**config.mk**
```make
export PLATFORM = sky130hd
export DESIGN_NAME = owire_link_monitor
export DESIGN_NICKNAME = d
export VERILOG_FILES = /design/src/rtl/owm_pkg.sv /design/src/rtl/owm_sync.sv /design/src/rtl/owm_timer.sv /design/src/rtl/owm_ctrl.sv /design/src/rtl/owire_link_monitor.sv
export SDC_FILE = /design/constraint.sdc
export NUM_CORES = 1
export LEC_CHECK = 0
export BUFFER_PORTS_ARGS = -buffer_cell sky130_fd_sc_hd__buf_2
export CORE_ASPECT_RATIO = 1.2
export CORE_MARGIN = 2
export CORE_UTILIZATION = 40
export CTS_BUF_LIST = sky130_fd_sc_hd__clkbuf_16
export DETAILED_ROUTE_END_ITERATION = 12
export SETUP_SLACK_MARGIN = 0.05
export SLEW_MARGIN = 20
export SYNTH_ARGS = -nofsm -noshare
export SYNTH_HDL_FRONTEND = slang
export SYNTH_SLANG_ARGS = --single-unit
```
**constraint.sdc**
```tcl
create_clock -name clk -period 1.58 [get_ports clk]
set_input_delay 0.316 -clock clk [delete_from_list [all_inputs] [get_ports clk]]
set_output_delay 0.316 -clock clk [all_outputs]
set_load 0.03 [all_outputs]
```
**src/rtl/owm_pkg.sv**
```systemverilog
package owm_pkg;

   typedef enum logic [1:0] {
      OWM_IDLE     = 2'd0,
      OWM_SAMPLE   = 2'd1,
      OWM_RISE     = 2'd2,
      OWM_PRESENCE = 2'd3
   } owm_state_e;

   typedef struct packed {
      logic bit_stb;
      logic bit_val;
      logic rst_stb;
      logic rst_ovd;
      logic pres_stb;
      logic pres_dev;
   } owm_evt_t;

   function automatic int owm_max(input int a, input int b);
      return (a > b) ? a : b;
   endfunction

endpackage

```
**src/rtl/owm_sync.sv**
```systemverilog
module owm_sync #(
   parameter int   STAGES  = 2,
   parameter logic RST_VAL = 1'b1
) (
   input  logic clk,
   input  logic rst,
   input  logic din,
   output logic dout
);

   if (STAGES < 2) begin : g_bad_stages
      $error("owm_sync: STAGES must be at least 2");
   end

   logic [STAGES-1:0] chain_q;

   always_ff @(posedge clk) begin
      if (rst) begin
         chain_q <= {STAGES{RST_VAL}};
      end else begin
         chain_q <= {chain_q[STAGES-2:0], din};
      end
   end

   assign dout = chain_q[STAGES-1];

endmodule

```
**src/rtl/owm_timer.sv**
```systemverilog
module owm_timer #(
   parameter int CNT_W = 14
) (
   input  logic             clk,
   input  logic             rst,
   input  logic             clr,
   output logic [CNT_W-1:0] cnt
);

   localparam logic [CNT_W-1:0] CNT_MAX = {CNT_W{1'b1}};
   localparam logic [CNT_W-1:0] CNT_ONE = CNT_W'(1);

   logic [CNT_W-1:0] cnt_q;

   always_ff @(posedge clk) begin
      if (rst) begin
         cnt_q <= '0;
      end else if (clr) begin
         cnt_q <= CNT_ONE;
      end else if (cnt_q != CNT_MAX) begin
         cnt_q <= cnt_q + CNT_ONE;
      end
   end

   assign cnt = cnt_q;

endmodule

```
**src/rtl/owm_ctrl.sv**
```systemverilog
module owm_ctrl
   import owm_pkg::*;
#(
   parameter int CNT_W        = 14,
   parameter int NRM_BIT_CYC  = 150,
   parameter int NRM_PRES_CYC = 750,
   parameter int NRM_RST_CYC  = 4800,
   parameter int OVD_BIT_CYC  = 20,
   parameter int OVD_PRES_CYC = 100,
   parameter int OVD_RST_CYC  = 480
) (
   input  logic             clk,
   input  logic             rst,
   input  logic             line_s,
   input  logic             mode_q,
   input  logic [CNT_W-1:0] cnt,
   output logic             clr,
   output owm_evt_t         evt
);

   localparam logic [CNT_W-1:0] NB_C = CNT_W'(NRM_BIT_CYC);
   localparam logic [CNT_W-1:0] NP_C = CNT_W'(NRM_PRES_CYC);
   localparam logic [CNT_W-1:0] NR_C = CNT_W'(NRM_RST_CYC);
   localparam logic [CNT_W-1:0] OB_C = CNT_W'(OVD_BIT_CYC);
   localparam logic [CNT_W-1:0] OP_C = CNT_W'(OVD_PRES_CYC);
   localparam logic [CNT_W-1:0] OR_C = CNT_W'(OVD_RST_CYC);

   owm_state_e       state_q, state_d;
   owm_evt_t         evt_q, evt_d;
   logic [CNT_W-1:0] bit_thr, pres_thr;
   logic             long_low, short_low;

   assign bit_thr   = mode_q ? OB_C : NB_C;
   assign pres_thr  = mode_q ? OP_C : NP_C;
   assign long_low  = (cnt > NR_C);
   assign short_low = mode_q && (cnt > OR_C);

   always_comb begin
      state_d = state_q;
      clr     = 1'b0;
      evt_d   = '0;
      unique case (state_q)
         OWM_IDLE: begin
            if (!line_s) begin
               clr     = 1'b1;
               state_d = OWM_SAMPLE;
            end
         end
         OWM_SAMPLE: begin
            if (cnt == bit_thr) begin
               evt_d.bit_stb = 1'b1;
               evt_d.bit_val = line_s;
               state_d       = line_s ? OWM_IDLE : OWM_RISE;
            end
         end
         OWM_RISE: begin
            if (line_s) begin
               if (long_low) begin
                  evt_d.rst_stb = 1'b1;
                  clr           = 1'b1;
                  state_d       = OWM_PRESENCE;
               end else if (short_low) begin
                  evt_d.rst_stb = 1'b1;
                  evt_d.rst_ovd = 1'b1;
                  clr           = 1'b1;
                  state_d       = OWM_PRESENCE;
               end else begin
                  state_d = OWM_IDLE;
               end
            end
         end
         OWM_PRESENCE: begin
            if (cnt == pres_thr) begin
               evt_d.pres_stb = 1'b1;
               evt_d.pres_dev = !line_s;
               if (!line_s) begin
                  clr     = 1'b1;
                  state_d = OWM_RISE;
               end else begin
                  state_d = OWM_IDLE;
               end
            end
         end
         default: state_d = OWM_IDLE;
      endcase
   end

   always_ff @(posedge clk) begin
      if (rst) begin
         state_q <= OWM_IDLE;
         evt_q   <= '0;
      end else begin
         state_q <= state_d;
         evt_q   <= evt_d;
      end
   end

   assign evt = evt_q;

endmodule

```
**src/rtl/owire_link_monitor.sv**
```systemverilog
module owire_link_monitor
   import owm_pkg::*;
#(
   parameter int SYNC_STAGES  = 2,
   parameter int CNT_W        = 14,
   parameter bit OVD_EN       = 1'b1,
   parameter int NRM_BIT_CYC  = 150,
   parameter int NRM_PRES_CYC = 750,
   parameter int NRM_RST_CYC  = 4800,
   parameter int OVD_BIT_CYC  = 20,
   parameter int OVD_PRES_CYC = 100,
   parameter int OVD_RST_CYC  = 480
) (
   input  logic clk,
   input  logic rst,
   input  logic line_in,
   input  logic ovd_mode,
   output logic bit_stb,
   output logic bit_val,
   output logic rst_stb,
   output logic rst_ovd,
   output logic pres_stb,
   output logic pres_dev
);

   localparam int MAX_THR = owm_max(owm_max(NRM_RST_CYC, NRM_PRES_CYC),
                                    owm_max(OVD_RST_CYC, OVD_PRES_CYC));

   if (MAX_THR + 1 >= (2 ** CNT_W)) begin : g_bad_width
      $error("owire_link_monitor: CNT_W too small for the thresholds");
   end
   if (NRM_BIT_CYC < 1 || OVD_BIT_CYC < 1 || NRM_PRES_CYC < 1 || OVD_PRES_CYC < 1) begin : g_bad_sample
      $error("owire_link_monitor: sample points must be at least one cycle");
   end
   if (OVD_RST_CYC >= NRM_RST_CYC || OVD_BIT_CYC > NRM_BIT_CYC) begin : g_bad_order
      $error("owire_link_monitor: overdrive timing must be shorter than normal timing");
   end
   if (NRM_BIT_CYC >= NRM_RST_CYC) begin : g_bad_bit
      $error("owire_link_monitor: bit sample must fall before the reset threshold");
   end

   logic             line_s;
   logic             mode_q;
   logic             clr;
   logic [CNT_W-1:0] cnt_q;
   owm_evt_t         evt;

   owm_sync #(
      .STAGES  (SYNC_STAGES),
      .RST_VAL (1'b1)
   ) i_sync (
      .clk  (clk),
      .rst  (rst),
      .din  (line_in),
      .dout (line_s)
   );

   if (OVD_EN) begin : g_ovd
      logic mode_r;
      always_ff @(posedge clk) begin
         if (rst) mode_r <= 1'b0;
         else     mode_r <= ovd_mode;
      end
      assign mode_q = mode_r;
   end else begin : g_nrm_only
      assign mode_q = 1'b0;
   end

   owm_timer #(
      .CNT_W (CNT_W)
   ) i_timer (
      .clk (clk),
      .rst (rst),
      .clr (clr),
      .cnt (cnt_q)
   );

   owm_ctrl #(
      .CNT_W        (CNT_W),
      .NRM_BIT_CYC  (NRM_BIT_CYC),
      .NRM_PRES_CYC (NRM_PRES_CYC),
      .NRM_RST_CYC  (NRM_RST_CYC),
      .OVD_BIT_CYC  (OVD_BIT_CYC),
      .OVD_PRES_CYC (OVD_PRES_CYC),
      .OVD_RST_CYC  (OVD_RST_CYC)
   ) i_ctrl (
      .clk    (clk),
      .rst    (rst),
      .line_s (line_s),
      .mode_q (mode_q),
      .cnt    (cnt_q),
      .clr    (clr),
      .evt    (evt)
   );

   assign bit_stb  = evt.bit_stb;
   assign bit_val  = evt.bit_val;
   assign rst_stb  = evt.rst_stb;
   assign rst_ovd  = evt.rst_ovd;
   assign pres_stb = evt.pres_stb;
   assign pres_dev = evt.pres_dev;

endmodule

```
==> impl_metrics.yaml <==
floorplanning:
  initial_utilization_pct: 41.8
  die_y_um: 65.9
  die_x_um: 55.6
  core_area_mm2: 0.00306
  fp.dieArea_mm2: 0.00366
  io_pins: 10
  row_count: 22
setup_path:
  worstSetupEndpoint: "i_timer.cnt[0]"
  r2r-end: "i_timer.cnt[0]"
  crit_top_cell: "buf_4"
  required_ps: 1730
  reg2reg_depth: 7
  r2r-start: "i_timer.cnt[13]"
  cp_slowest_cell: "nor4_4"
  endpoint_kind: "register"
  arrival_ps: 1950
  timing.critical_path.from: "i_timer.cnt[13]"
  crit_path_start_kind: "register"
  crit_path_max_incr_delay_ps: 390
  r2r_slack_ps: -220
  cp_cell_sequence: "nor4_4 > nand4_1 > a22oi_2 > buf_4 > buf_4 > nor2_1 > o21a_1"
  path_class: "reg2reg"
  worstPathMaxFanout: 5
finish:
  syn_to_final_growth_pct: 45.5
  nNetsFinal: 200
  fillCellCount: 267
  final_area_mm2: 0.00186
  seqCellArea_um2: 519
  antenna_cells: 0
  multi_input_area_um2: 822
  utilization_pct: 60.8
  drive_gt1_share_pct: 49.2
sta:
  slew_headroom_pct: 76.9
  worst_pin_slew_ps: 343
  setup_viol: 19
  clock_skew_ps: 0.963
  clock.fmax_ghz: 0.556
  drv_slew: 0
  fin_ws_ps: -219
  rsz0062_at_grt: "true"
  period_share_pct: 114
  fin_hold_ws_ps: 239
  fin_tns_setup_ps: -2430
  finalCriticalPeriod_ps: 1800
  finalHoldViolations: 0
clocking:
  insertion_delay_ps: 260
  ctsRootBufferMaster: "clkbuf_16"
  htree_levels: 1
  clockBufferDepth: 2
  cts_tree: "built"
  numCtsBuffers: 3
  clock_sinks: 25
  cts.clk_slew.worst_paths_ps: 60
placed_design:
  dp_hpwl_mm: 2.43
  io_buffer_count: 9
  post_dp_cell_area_mm2: 0.00163
  gp_congestion: 0.924
logic_synthesis:
  netlist_area_mm2: 0.00128
  synth_top_area_share_pct: 39.2
  synth_warnings: 0
  ys_types: 43
  yosysMostFrequentCell: "dfxtp_1"
  ys_seq_elements: 25
  seq_area_frac_synth_pct: 39.2
  yosys-top-cells-count: "25 x dfxtp_1, 19 x nor2_1, 8 x nand2_1"
  synthFlopType: "dfxtp_1"
  synthCells: 145
  synth-edff-count: 0
  async_flop_share_pct: 0
  synth_nets: 151
  synth.largest_area_cell: "dfxtp_1"
  synth_area_leaders: "dfxtp_1 39%, nor2_1 5.6%, xor2_1 4.1%, nand4_1 3.4%, and3_1 2.9%"
  syn_avg_cell_area_um2: 8.80
outcome:
  run_status: "finished with violations"
  violations: "negative setup slack"
power:
  seqPwrFrac_pct: 49.7
  power.clock.fraction_pct: 41.2
  switching_share_pct: 21.1
  p_leak_nw: 0.767
  p_int_mw: 1.04
  power_density_mw_per_mm2: 713
  power_mw: 1.32
  combPwrFrac_pct: 9.0
  p_sw_uw: 280
  irDropWorstVdd_uv: 581
hold_path:
  hold_start: "line_in"
  hold_path_class: "in2reg"
detailed_routing:
  detail-route-antenna-nets: 0
  viasPerCell: 5.45
  drt-pass1-iter-count: 4
  vias: 1249
  post_drt_wl_per_cell_um: 14.3
  drcViolationCount: 0
  drt_iter0_markers: 18
  finalWirelength_mm: 3.27
grt:
  antenna_found_initial: 0
  grt_usage_pct: 19.5
  grt_max_degree: 14
  grt_pass1_wl_mm: 5.74
  grt_pass1_vias: 1357
  grt.overflow.total: 0
job:
  cap_viol_max_count: 0
==> layout make-up <==
class	count	area share (%)
tap	36	2.43
inverter	6	1.21
clock inverter	1	0.202
clock buffer	3	4.04
timing repair buffer	50	19.9
multi-input combinational	108	44.3
sequential	25	28.0
==> placed cells by master (no fill, tap or decap), drive strengths merged, types with 2 or more instances in the layout <==
cell type	count
inv	7
and2	2
nor2b	2
nand3	6
xor2	6
nor3	6
nand2	8
or2	3
ha	2
dfxtp	25
a22oi	2
xnor2	4
nor4	4
nor4b	2
clkbuf	3
nor2	19
a221oi	2
and3	7
buf	50
a21oi	6
nor3b	4
and3b	2
nand4	7
==> how the worst min path moves through the flow <==
stage	cells past startpoint	to	slack, ps
finish	2	i_sync.chain_q[0]	240
global route	2	i_sync.chain_q[0]	230
CTS	2	i_sync.chain_q[0]	240
detailed placement	1	i_sync.chain_q[1]	400
global placement	1	i_sync.chain_q[1]	400
floorplan	1	g_ovd.mode_r	390
==> what timing repair did <==
item,in CTS,in global routing
hold buffers,0,0
buffers inserted,3,2
gates resized for setup,24,4
pin swaps,10,3
setup endpoints to repair,21,21
==> cells by family after synthesis <==
kind of cell / after synthesis / share of synthesized area [%]
compound gates: 19 / 12.9
flops: 25 / 39.2
simple gates: 77 / 34.6
xor+xnor: 10 / 6.86
fa+ha+maj: 2 / 1.96
buf+inv: 12 / 4.41
==> critical path: cells and delay by family (launching register included) <==
family          cells  cell delay, ps
buf+inv             2             250
simple gates        3             640
compound gates      2             460
flops               1             360
==> sequential cells by signal, summed over array words and instances, names as in the netlist <==
signal,count
i_timer.cnt,14
i_ctrl.evt,6
i_ctrl.state_q,2
i_sync.chain_q,2
g_ovd.mode_r,1
==> metrics by stage <==
step           cells  worst slack (ps)
3_3_place_gp     220              -136
2_1_floorplan    145             -62.0
3_5_place_dp     220              -243
6_report         229              -219
4_1_cts          227              -118
5_1_grt          229              -319
==> routing by layer <==
metal / up-vias / track usage (%) / share of wire, %
met5: - / 0 / 0
met4: 0 / 7.32 / 3.5
met3: 11 / 2.94 / 2.2
met2: 17 / 38.7 / 55
met1: 608 / 20.6 / 39
li1: 613 / - / -
==> power by group through the flow <==
stage          Combinational (mW)  Clock [mW]  Sequential (mW)
6_report                    0.119       0.546            0.659
5_1_grt                     0.130       0.588            0.660
4_1_cts                     0.117       0.563            0.658
3_5_place_dp                0.105           0            0.671
3_3_place_gp                0.102           0            0.670
2_1_floorplan              0.0595           0            0.669
Note: power is estimated with default switching activity, not from simulation.
